**src/rtl/dual_phase_dpwm.sv**
```systemverilog
module dual_phase_dpwm #(
  parameter int W       = 16,
  parameter int MIN_PER = 2
) (
  input  logic         clk,
  input  logic         rst_n,
  input  logic         en_i,
  input  logic         mode_i,
  input  logic         ph2_i,
  input  logic [W-1:0] period_i,
  input  logic [W-1:0] duty_i,
  input  logic [W-1:0] max_duty_i,
  output logic [1:0]   pwm_o,
  output logic [1:0]   pwm_oe_o,
  output logic [1:0]   drv_en_o
);
  localparam logic [W-1:0] PMIN = W'(MIN_PER);
  localparam logic [W-1:0] ONE  = W'(1);

  logic [W-1:0] per_q, tick_q, d1_q, d2_q;
  logic         ph2_q;

  logic [W-1:0] duty_c, per_c, half, lag, tick2;
  logic         end1, end2;
  logic [1:0]   run, hi;

  assign duty_c = (duty_i > max_duty_i) ? max_duty_i : duty_i;
  assign per_c  = (period_i < PMIN) ? PMIN : period_i;
  assign half   = per_q >> 1;
  assign lag    = per_q - half;
  assign tick2  = (tick_q >= lag) ? tick_q - lag : tick_q + half;
  assign end1   = (tick_q == per_q - ONE);
  assign end2   = (tick_q == lag - ONE);

  always_ff @(posedge clk or negedge rst_n) begin
    if (!rst_n) begin
      per_q  <= PMIN;
      tick_q <= '0;
      d1_q   <= '0;
      d2_q   <= '0;
      ph2_q  <= 1'b0;
    end else if (!en_i) begin
      per_q  <= per_c;
      tick_q <= '0;
      d1_q   <= duty_c;
      ph2_q  <= 1'b0;
    end else begin
      if (end1) begin
        tick_q <= '0;
        per_q  <= per_c;
        d1_q   <= duty_c;
      end else begin
        tick_q <= tick_q + ONE;
      end
      if (end2) begin
        d2_q  <= duty_c;
        ph2_q <= ph2_i;
      end
    end
  end

  assign run      = {en_i & ph2_q, en_i};
  assign hi       = run & {tick2 < d2_q, tick_q < d1_q};
  assign pwm_o    = hi;
  assign pwm_oe_o = mode_i ? 2'b11 : run;
  assign drv_en_o = mode_i ? run : 2'b00;
endmodule

```
**config.mk**
```make
export PLATFORM = sky130hd
export DESIGN_NAME = dual_phase_dpwm
export DESIGN_NICKNAME = d
export VERILOG_FILES = /design/src/rtl/dual_phase_dpwm.sv
export SDC_FILE = /design/constraint.sdc
export NUM_CORES = 1
export LEC_CHECK = 0
export CAP_MARGIN = 0
export CORE_MARGIN = 2
export CORE_UTILIZATION = 51
export DETAILED_ROUTE_END_ITERATION = 8
export GPL_TIMING_DRIVEN = 0
export PLACE_DENSITY = 0.78
export SYNTH_ARGS = -nofsm -noshare
export SYNTH_HDL_FRONTEND = slang
export SYNTH_SLANG_ARGS = --single-unit
export TNS_END_PERCENT = 100
```
**constraint.sdc**
```tcl
create_clock -name clk -period 10.36 [get_ports clk]
set_clock_uncertainty 0.15 [all_clocks]
set_input_delay 1.554 -clock clk [delete_from_list [all_inputs] [get_ports clk]]
set_output_delay 1.554 -clock clk [all_outputs]
set_load 0.005 [all_outputs]
```
Yosys cells after proc, flatten, opt, wreduce, memory -nomap -nowiden

Cells that the tools add are included.

$lt $le $gt $ge: 5
Bitwise operators: 2
Eq/ne operators: 4
Mux-type cells: 13
Add/sub/neg operators: 6
Reduce and logical (&&, ||, !) cells: 1

Operators by type and width:

| kind                  | number |
|---|---|
| $mux 16               | 9 |
| $eq 16x16->1          | 2 |
| $lt 16x16->1          | 2 |
| $sub 16x1->16 const B | 2 |
| $add 16x1->16 const B | 1 |
| $add 16x15->16        | 1 |
| $ge 16x16->1          | 1 |
| $gt 16x16->1          | 1 |
| $lt 16x2->1 const B   | 1 |
| $sub 16x15->16        | 1 |
| $sub 16x16->16        | 1 |
| $mux 2                | 2 |
| $ne 2x1->1 const B    | 2 |
| $and 2x2->2           | 1 |
| $mux 1                | 2 |
| $reduce_and 2->1      | 1 |
| $and 1x1->1           | 1 |

Flip-flop bits (word level): 65
Input port bits: 53
Output and inout bits: 6

Depth between registers and ports, before layout

Gate-level depths: netlist (run 1).

Word-level depth: 5
Gate-level depth with buffers: 34

Worst setup path after synthesis (run 1)

Ideal clock, no wire load.

Path type: register to output
Start point: register per_q[1]
End point: output pwm_o[1]
Arrival time: 5856 ps
Path buffers: 2
Required time: 8656 ps
Slack: 2800 ps
Stages on the path, launching flop included: 34
Path through: dfstp_2 > ha_1 > inv_1 > fa_1 > nor2b_1 > o21ai_0 > and3_1 > o21bai_1 > a21oi_1 > o21bai_1 > a21oi_1 > xnor2_1 > inv_1 > ha_1 > and3_1 > a221o_1 > a21o_1 > a211oi_1 > or3_1 > clkbuf_1 > clkbuf_1 > nand2_1 > o21ai_0 > ha_1 > a21o_1 > a21oi_1 > nor2b_1 > o21ai_0 > nand2b_1 > a21oi_1 > nor2b_1 > o21ai_0 > nand3_1 > a31oi_1

Word-level cells in the longest chain between the ends: 5
Elaborated cells between the ends (all ways): 7
Classes of those cells: add/sub: 3; order compare: 2; mux: 1; bitwise: 1

Ends and longest elaborated chain:

| what                                           | RTL line | RTL |
|---|---|---|
| start, declared                                | 20       | `logic [W-1:0] per_q, tick_q, d1_q, d2_q;` |
| start signal, assigned                         | 43       | `per_q <= per_c;` |
| start signal, assigned                         | 50       | `per_q <= per_c;` |
| $sub 16x15->16                                 | 30       | `assign lag = per_q - half;` |
| $sub 16x16->16 or $ge 16x16->1 (tied branches) | 31       | `assign tick2 = (tick_q >= lag) ? tick_q - lag : tick_q + half;` |
| $mux 16 (*)                                    | 31       |  |
| $lt 16x16->1 (*)                               | 63       | `assign hi = run & {tick2 < d2_q, tick_q < d1_q};` |
| $and 2x2->2 (*)                                | 63       |  |
| end, declared                                  | 13       | `output logic [1:0] pwm_o,` |

Every way passes the cells marked *; elsewhere a longest branch is shown, timed or not.

Final worst setup path (run 1)

Same ends and word-level chain as after synthesis.

==> results.md, run 1 <==
- Setup TNS: 0 ns
- Critical setup path kind: reg2out
- Async set or reset register ratio after synthesis: 100%
- Synth Net Count: 1058
- Status: finished clean
- Post-Synth XOR/XNOR Area: 10.7%
- Fin crit period: 9.62 ns
- FP Rows: 44
- Final setup viols: 0
- Share of cells above drive strength 1: about 7.3%
- P_leak: roughly 4 nW
- Area grow syn2layout: 14.8%
- Startpoint Class: register
- Routed wire per std cell: around 16 um
- Initial antenna violation count: 0
- Max Slew Vio Count: 0
- Fraction of the mapped netlist area in adder cells: around a fifth
- Synth top area share: 21.4%
- Sequential share of the synthesized area: approximately 22%
- Vias in the first global route: 6246
- # DRC: 0
- Placed cell count: around 1100
- Flop pwr share: approximately 27%
- CP Capture Type: primary output
- Fin Hold WS: around 0.34 ns
- Non-filler cells in the finished layout: between 1000 and 1500
- Top FF cell, synth: dfrtp_1
- Clock Power Share: between 20% and 30%
- Worst hold-check path type: reg2reg
- Clock Root Buffer: clkbuf_16
- Fraction of synthesized area in multiplexers: 8.14%
- DR pass1 iterations: 5
- Post-synth cell types: 66
- Drt initial violations: 427
- Cts bufs inserted: 9
- First-pass GRT wire length: 30.7 mm
- #FFs+latches synth: 65
- Vias: 6511
- Diode count: 0
- Clock buffer depth: 2
- Most frequent cells in the layout: 110 x ha_1, 87 x inv_1, 64 x dfrtp_1
- DP Wirelength: between 10 and 15 mm
- Critical Path AT: slightly below 8 ns
- Mapped Avg Cell Area: between 8 and 9 um^2
- Slew margin rel.: a little under two fifths
- H-tree level count: 3
- Leading area contributor after synthesis: dfrtp_1
- Vias per cell: approximately 5.7
- Overall Power: 1.05 mW
- Fmax: 104 MHz
- Final #Nets: about 1100
- Max Fanout on Critical Path: 10
- Global placement routability congestion: 0.881
- Largest net degree at the start of global routing: 66
- Post-Synth Simple-Gate Area: approximately 18%
- Die Wd: around 130 um
- Sw Ratio: about 37%
- VDD IR max: between 0.09 and 0.1 mV
- Critical path's largest stage delay: between 0.6 and 0.7 ns
- Ys Warns: 0
- Power per cell area: about 120 mW/mm^2
- Gr ovfl total: 0
- Top delay family on crit path: compound AO/OA/AOI/OAI gates
- Commonest non-fill, non-tap cell in the layout: ha_1
- Gr usage total: 24.0%
- IO Port Bufs: 58
- Ports: a little under 60
- Slowest CP cell: dfstp_2
- Mapped cell area: 0.00750 mm^2
- Net Sw Power: roughly 0.4 mW
- Worst Path Buf+Inv: 5
- Die ar.: 0.0157 mm^2
- Largest family of logic cells by synthesized area: adder cells
- Post-CTS Repair Setup Buffers: 0
- Max cap viols: 0
- CTS tree: done
- Chip height: roughly 130 um
- Synth top area cells: dfrtp_1 21%, ha_1 18%, xnor2_1 6.5%, mux2_2 5.7%, inv_1 4.4%
- Post-Route WL: ~18 mm
- Cts hold-fix bufs: 0
- Critical Path RT: between 8 and 9 ns
- Core ar.: around 0.014 mm^2
- Endpoints failing hold: 0
- Clk slew on worst S/H paths: approximately 0.060 ns
- Post-synth EDFFs: 0
- Worst Tran Pin Value: approximately 0.94 ns
- Internal power: approximately 0.66 mW
- Combinational power share: ~44%
- Final ANT Viol Nets: 0
- Starting Density: between 50% and 60%
- RSZ-0062 raised after global routing: false
- Clock insertion delay at the later pin of the skew report: about 0.35 ns
- Clk sinks: 65
- Fin crit share: 92.9%
- Cells after synthesis: 892
- Compound-cell area share of the yosys netlist: 15.8%
- CTS resizes: 0
==> area by class of cell <==
class / instances / area, um^2
Buffer: 25 / 109
Clock buffer: 11 / 233
Clock inverter: 4 / 45.0
Fill cell: 1251 / 5820
Inverter: 87 / 327
Multi-Input combinational cell: 715 / 5450
Sequential cell: 65 / 1630
Tap cell: 184 / 230
Timing Repair Buffer: 59 / 589
==> kinds of logic after synthesis <==
logic type	Yosys count
AND/OR/NAND/NOR	269
XOR/XNOR	92
buffers and inverters	112
multiplexers	55
adder cells (fa/ha/maj)	117
AO/OA/AOI/OAI	182
flip-flops	65
==> path summary, 6_finish.rpt <==
| path | from | end | slack, ns | cells after the start |
|---|---|---|---|---|
| hold / removal | d2_q[15]$_DFFE_PN0P_ | d2_q[15]$_DFFE_PN0P_ | 0.34 | 1 |
| setup reg to reg | per_q[2]$_DFFE_PN0P_ | d2_q[7]$_DFFE_PN0P_ | 5.40 | 16 |
| max in group asynchronous | rst_n | tick_q[7]$_DFF_PN0_ | 8.34 | 1 |
| hold reg to reg | d2_q[15]$_DFFE_PN0P_ | d2_q[15]$_DFFE_PN0P_ | 0.34 | 1 |
| min in group asynchronous | rst_n | per_q[3]$_DFFE_PN0P_ | 1.16 | 1 |
| setup / recovery | per_q[1]$_DFFE_PN1P_ | pwm_o[1] | 0.74 | 34 |
==> sequential cells by signal, summed over array words and instances (netlist names) <==
| register | cells |
|---|---|
| ph2_q | 1 |
| d2_q | 16 |
| d1_q | 16 |
| tick_q | 16 |
| per_q | 16 |
==> power groups by stage <==
stage | sequential, mW | clock, mW | combinational [mW]
2_1_floorplan | 0.286 | 0 | 0.344
3_3_place_gp | 0.293 | 0 | 0.444
3_5_place_dp | 0.293 | 0 | 0.455
4_1_cts | 0.289 | 0.306 | 0.458
5_1_grt | 0.291 | 0.314 | 0.520
6_report | 0.289 | 0.302 | 0.462
==> per-layer routing <==
metal / part of all wire [%] / global-route usage, %
met5: 0 / 0
met4: 1.7 / 7.52
met3: 4.2 / 2.95
met1: 47 / 33.4
met2: 47 / 39.1
==> through the flow <==
stage / worst slack, ns / instance area, um^2 / utilization, %
2_1_floorplan: 2.80 / 7500 / -
3_3_place_gp: 1.29 / 8310 / 57.6
3_5_place_dp: 1.21 / 8330 / 57.8
4_1_cts: 0.789 / 8610 / 59.7
5_1_grt: 0.0826 / 8610 / 59.7
6_report: 0.737 / 8610 / 59.7
==> worst reg2reg max path: cells and delay by family (launching register included) <==
family                     cells  cell delay (ns)
xor gates and xnor gates       2             0.41
and+or+nand+nor                4             1.29
DFF                            1             0.49
muxes                          2             0.63
adders and majority gates      1             0.38
AOI/OAI and AO/OA              3             0.73
buffers and inverters          4             0.77
==> cells in the mapped netlist, types with 17 or more instances <==
| master | count |
|---|---|
| a21o_1 | 21 |
| a21oi_1 | 42 |
| and3_1 | 17 |
| clkbuf_1 | 19 |
| dfrtp_1 | 64 |
| ha_1 | 110 |
| inv_1 | 87 |
| mux2_2 | 38 |
| nand2_1 | 59 |
| nand3_1 | 26 |
| nor2_1 | 62 |
| nor3_1 | 21 |
| o21ai_0 | 51 |
| xnor2_1 | 56 |
| xor2_1 | 36 |
Note: power is estimated with default switching activity, not from simulation.
==> inputs of run 2 (changes only) <==
==> constraint.sdc (replaced) <==
create_clock -name clk -period 10.1 [get_ports clk]
set_clock_uncertainty 0.15 [all_clocks]
set_input_delay 1.515 -clock clk [delete_from_list [all_inputs] [get_ports clk]]
set_output_delay 1.515 -clock clk [all_outputs]
set_load 0.005 [all_outputs]
==> run 2 against run 1 <==
  * Clock power grew 3%
  * Combinational power grew 3%
  * Non-clock buffer count shrank 1
  * Critical endpoint unchanged
  * Register-to-register slack lost 0.29 ns
  * Core utilization is essentially flat
  * Cell area is essentially flat
==> results.md, run 2 (synthesis results as in run 1) <==
- Clk sinks: 65 (unchanged)
- Final setup viols: 0 (unchanged)
- Worst hold-check path type: reg2reg
- CP Capture Type: primary output
- H-tree level count: 3 (unchanged)
- Fmax: 106 MHz
- DR pass1 iterations: 5 (unchanged)
- Die ar.: 0.0157 mm^2 (unchanged)
- Non-filler cells in the finished layout: 1149 (-0.087%)
- Worst Tran Pin Value: 0.944 ns (+0.00482 ns)
- Cts bufs inserted: 9 (unchanged)
- Drt initial violations: 463 (+8.4%)
- Cts hold-fix bufs: 0 (unchanged)
- First-pass GRT wire length: 30.7 mm (unchanged)
- Crit path setup slack, layout: 0.662 ns (-0.0749 ns)
- Chip height: 125 um (unchanged)
- Overall Power: 1.08 mW (+2.5%)
- R2R setup slack: 5.11 ns (-0.29 ns)
- Endpoints failing hold: 0 (unchanged)
- RSZ-0062 raised after global routing: false
- Vias per cell: 5.69 (+0.46%)
- Max Fanout on Critical Path: 11 (+1)
- Critical Path AT: 7.77 ns (-0.15 ns)
- Placed cell count: 1135 (unchanged)
- Routed wire per std cell: 16.0 um (+0.34%)
- Post-CTS Repair Setup Buffers: 0 (unchanged)
- Most used routing layer: met2
- Critical setup path kind: reg2out
- IO Port Bufs: 58 (unchanged)
- Ports: 59 (unchanged)
- Status: finished clean
- FILL cells: 1251 (unchanged)
- Die Wd: 125 um (unchanged)
- Area grow syn2layout: 14.7% (about the same)
- Max cap viols: 0 (unchanged)
- Power per cell area: 125 mW/mm^2 (+2.6%)
- Vias in the first global route: 6246 (unchanged)
- Starting Density: 52.0% (unchanged)
- VDD IR max: 0.102 mV (+2.6%)
- Core ar.: 0.0144 mm^2 (unchanged)
- Met2 track demand over resource: 39.1% (unchanged)
- Post-Route WL: 18.4 mm (+0.25%)
- Diode count: 0 (unchanged)
- Final #Nets: 1127 (-0.089%)
- Share of cells above drive strength 1: 7.36% (+0.0076 points)
- Clock Root Buffer: clkbuf_16
- Max Slew Vio Count: 0 (unchanged)
- # DRC: 0 (unchanged)
- Largest net degree at the start of global routing: 66 (unchanged)
- P_leak: 4.12 nW (about the same)
- Gr ovfl total: 0 (unchanged)
- Gr usage total: 24.0% (unchanged)
- Final ANT Viol Nets: 0 (unchanged)
- Critical path's largest stage delay: 0.65 ns (about the same)
- Setup TNS: 0 ns (unchanged)
- CTS tree: done
- Startpoint Class: register
- Clock buffer depth: 2 (unchanged)
- DP Wirelength: 14.8 mm (unchanged)
- Met1 GRT Util: 33.4% (unchanged)
- Pre-CTS setup slack: 0.988 ns (-0.221 ns)
- Design area: 0.00860 mm^2 (about the same)
- Area after DPL: 0.00833 mm^2 (unchanged)
- FP Rows: 44 (unchanged)
- Initial antenna violation count: 0 (unchanged)
- Critical Path RT: 8.44 ns (-0.22 ns)
- Vias: 6535 (+0.37%)
- Clock insertion delay at the later pin of the skew report: 0.35 ns (about the same)
- Clk slew on worst S/H paths: 0.06 ns (about the same)
- CTS resizes: 0 (unchanged)
- Global placement routability congestion: 0.881 (unchanged)
- Commonest non-fill, non-tap cell in the layout: ha_1
- Most frequent cells in the layout: 110 x ha_1, 87 x inv_1, 64 x dfrtp_1
- Slowest CP cell: dfstp_2
- Met3 Use GR: 2.95% (unchanged)
- Fin crit share: 93.4%
- Slew margin rel.: 36.8% (-0.32 points)
- Fin crit period: 9.44 ns
==> run 2: changes by cell type in the layout (fill, tap and decap cells not counted) <==
cell,before,now
clkbuf_1,21,20
==> run 2: per-stage QoR <==
stage                     hold slack (ns)  utilization, %
after floorplan                     0.308               -
after global placement              0.320            57.6
after detailed placement            0.328            57.8
after CTS                           0.341            59.7
after global routing                0.362            59.7
final                               0.338            59.7
==> run 2: final cells by class <==
cell class,count,area (um^2),area share [%]
Clock inverter,4,45.0,0.523
Tap cell,184,230,2.68
Clock buffer,11,233,2.70
Inverter,87,327,3.80
Timing Repair Buffer,59,589,6.85
Multi-Input combinational cell,715,5450,63.3
Buffer,24,105,1.22
Sequential cell,65,1630,18.9
==> run 2: critical path, delay by kind of cell (launching register included) <==
| kind | cells | cell delay, ns |
|---|---|---|
| AO/OA/AOI/OAI | 15 | 2.85 |
| XOR/XNOR | 1 | 0.20 |
| adder cells (fa/ha/maj) | 4 | 1.24 |
| buffers and inverters | 4 | 1.07 |
| flip-flops | 1 | 0.65 |
| AND/OR/NAND/NOR | 8 | 1.41 |
==> run 2: final timing paths <==
path,from,end,cells past startpoint
setup / recovery,per_q[1]$_DFFE_PN1P_,pwm_o[1],32
hold / removal,d2_q[15]$_DFFE_PN0P_,d2_q[15]$_DFFE_PN0P_,1
setup reg to reg,per_q[2]$_DFFE_PN0P_,d2_q[7]$_DFFE_PN0P_,16
hold reg to reg,d2_q[15]$_DFFE_PN0P_,d2_q[15]$_DFFE_PN0P_,1
max in group asynchronous,rst_n,tick_q[7]$_DFF_PN0_,1
min in group asynchronous,rst_n,per_q[3]$_DFFE_PN0P_,1
==> run 2: metal layers <==
layer / up-vias / part of all wire [%] / routed length [um]
met5: - / 0 / 0
met4: 0 / 1.9 / 345
met3: 26 / 3.8 / 689
met2: 147 / 47 / 8670
met1: 3077 / 47 / 8670
li1: 3285 / - / -
==> run 2: power by group <==
group	switching (mW)	leakage [nW]	internal (mW)
Combinational	0.264	3.14	0.210
Clock	0.121	0.139	0.188
Sequential	0.0184	0.838	0.278
==> inputs of run 3 (changes only) <==
--- a/config.mk
+++ b/config.mk
@@ -9,8 +9,8 @@
 export CORE_MARGIN = 2
 export CORE_UTILIZATION = 51
 export DETAILED_ROUTE_END_ITERATION = 8
-export GPL_TIMING_DRIVEN = 0
 export PLACE_DENSITY = 0.78
+export SETUP_SLACK_MARGIN = 0.1
 export SYNTH_ARGS = -nofsm -noshare
 export SYNTH_HDL_FRONTEND = slang
 export SYNTH_SLANG_ARGS = --single-unit
==> constraint.sdc (replaced) <==
create_clock -name clk -period 10.1 [get_ports clk]
set_clock_uncertainty 0.15 [all_clocks]
set_input_delay 2.525 -clock clk [delete_from_list [all_inputs] [get_ports clk]]
set_output_delay 2.525 -clock clk [all_outputs]
set_load 0.005 [all_outputs]
==> run 3 against run 2 <==
  * Non-clock buffer count decreased by 17
  * Maximum frequency decreased by 1.2%
  * Sequential share of layout area about the same
  * Cell area about the same
  * Sequential power about the same
  * Total power increased by 3.3%
  * Critical path type unchanged
  * Largest power group unchanged
  * Highest routed layer unchanged
==> results.md, run 3 (synthesis results as in run 1) <==
- Crit path setup slack, layout: 0.545 ns (-0.116 ns)
- Slew margin rel.: 43.7% (+6.9 points)
- Core ar.: 0.0144 mm^2 (unchanged)
- Clock Root Buffer: clkbuf_16
- # DRC: 0 (unchanged)
- Diode count: 0 (unchanged)
- Critical Path RT: 7.43 ns (-1.01 ns)
- Sw Ratio: 36.9% (-0.40 points)
- Hold Crit Start: d2_q[6]$_DFFE_PN0P_
- Die ar.: 0.0157 mm^2 (unchanged)
- Critical setup path kind: reg2out
- Drt initial violations: 479 (+3.5%)
- Vias per cell: 5.74 (+1.0%)
- H-tree level count: 3 (unchanged)
- Placed cell count: 1114 (-1.9%)
- Worst hold-check path type: reg2reg
- Max Slew Vio Count: 0 (unchanged)
- Clk sinks: 65 (unchanged)
- Die Wd: 125 um (unchanged)
- Worst Tran Pin Value: 0.844 ns (-0.0997 ns)
- DR pass1 iterations: 4 (-1)
- First-pass GRT wire length: 30.3 mm (-1.0%)
- Startpoint Class: register
- Setup TNS: 0 ns (unchanged)
- Critical Path AT: 6.88 ns (-0.89 ns)
- Cts bufs inserted: 9 (unchanged)
- Gr ovfl total: 0 (unchanged)
- Clock insertion delay at the later pin of the skew report: 0.35 ns (about the same)
- Clk slew on worst S/H paths: 0.05 ns (about the same)
- Vias: 6503 (-0.49%)
- Final #Nets: 1110 (-1.5%)
- Final ANT Viol Nets: 0 (unchanged)
- Power per cell area: 130 mW/mm^2 (+3.3%)
- Crit Reg-Reg Startpoint: per_q[2]$_DFFE_PN0P_
- VDD IR max: 0.0712 mV (-30%)
- Commonest non-fill, non-tap cell in the layout: ha_1
- Area after DPL: 0.00825 mm^2 (-1.0%)
- Fmax: 105 MHz (-1.2%)
- Design area: 0.00860 mm^2 (about the same)
- Most frequent cells in the layout: 110 x ha_1, 87 x inv_1, 64 x dfrtp_1
- Clock Power Share: 30.8% (+2.1 points)
- Global placement routability congestion: 0.909 (+3.1%)
- Final setup viols: 0 (unchanged)
- Internal power: 0.703 mW (+3.9%)
- FP Rows: 44 (unchanged)
- Flop pwr share: 26.6% (-0.9 points)
- Max Fanout on Critical Path: 16 (+5)
- Area grow syn2layout: 14.6% (about the same)
- RSZ-0062 raised after global routing: false
- Ports: 59 (unchanged)
- Non-filler cells in the finished layout: 1132 (-1.5%)
- Pre-CTS setup slack: 0.656 ns (-0.332 ns)
- DP Wirelength: 14.0 mm (-5.2%)
- Max cap viols: 0 (unchanged)
- CTS tree: done
- Fin crit period: 9.55 ns (+0.116 ns)
- Origin of the worst setup path: per_q[1]$_DFFE_PN1P_
- Worst Path Buf+Inv: 3 (-1)
- Gr usage total: 23.5% (-0.51 points)
- Fin crit share: 94.6% (+1.1 points)
- Largest net degree at the start of global routing: 66 (unchanged)
- Routed wire per std cell: 16.0 um (+0.25%)
- Share of cells above drive strength 1: 8.23% (+0.87 points)
- Vias in the first global route: 6232 (-0.22%)
- Status: finished clean
- Starting Density: 52.0% (unchanged)
- Initial antenna violation count: 0 (unchanged)
- CP Capture Type: primary output
- Top delay family on crit path: compound AO/OA/AOI/OAI gates
- Post-Route WL: 18.1 mm (-1.2%)
- Critical path's largest stage delay: 0.59 ns (-0.06 ns)
- Net Sw Power: 0.412 mW (+2.1%)
- Endpoints failing hold: 0 (unchanged)
- Clock buffer depth: 2 (unchanged)
- IO Port Bufs: 58 (unchanged)
- Combinational power share: 42.6% (-1.3 points)
- Worst path most repeated cell: o21ai_0
- Chip height: 125 um (unchanged)
- Slowest CP cell: dfstp_2
- P_leak: 4.11 nW (-0.12%)
- Fin Hold WS: 0.336 ns (-0.00234 ns)
-- run 3: worst paths after layout --
check	slack (ns)	endpoint	cells after the start
max	0.55	pwm_o[1]	30
min	0.34	d2_q[6]$_DFFE_PN0P_	1
max reg2reg	5.04	d2_q[3]$_DFFE_PN0P_	12
min reg2reg	0.34	d2_q[6]$_DFFE_PN0P_	1
max in group asynchronous	7.04	tick_q[15]$_DFF_PN0_	2
min in group asynchronous	2.20	per_q[8]$_DFFE_PN0P_	2
-- run 3: power by group through the flow --
stage	Combinational [mW]	Clock, mW	Sequential, mW
final	0.475	0.343	0.296
after global placement	0.455	0	0.300
after floorplan	0.353	0	0.294
after detailed placement	0.464	0	0.301
after CTS	0.471	0.346	0.296
after global routing	0.530	0.356	0.299
-- run 3: layer usage --
layer / share of wire (%) / GRT usage [%] / up-vias
met5: 0 / 0 / -
met4: 2.0 / 7.19 / 0
met3: 3.0 / 3.12 / 33
met2: 49 / 40.1 / 116
met1: 46 / 31.0 / 3112
li1: - / - / 3242
-- run 3: layout make-up --
cell class | count | area, um^2
sequential | 65 | 1630
fill | 1289 | 5830
timing repair buffer | 66 | 636
clock inverter | 5 | 81.3
multi-input combinational | 715 | 5470
clock buffer | 10 | 229
inverter | 87 | 327
tap | 184 | 230
-- run 3: through the flow --
step / utilization, % / power [mW]
after floorplan: - / 0.647
after global placement: 57.2 / 0.754
after detailed placement: 57.2 / 0.765
after CTS: 59.3 / 1.11
after global routing: 59.6 / 1.19
final: 59.6 / 1.11
-- run 3: what timing repair did --
action / 4_1_cts / 5_1_grt
resized for setup: 0 / 5
hold buffers: 0 / 0
buffers inserted: 0 / 3
endpoints found under the setup margin: 0 / 1
-- run 3: worst reg2reg max path: stages (launching register included) --
cell,delay [ns]
dfrtp_1,0.45
inv_1,0.16
ha_1,0.37
nor3_1,0.49
nor4_1,0.12
a211oi_1,0.60
and4_1,0.37
and4_1,0.39
and3_1,0.21
a21oi_1,0.04
nor4_1,0.39
and4_1,0.76
mux2_2,0.44
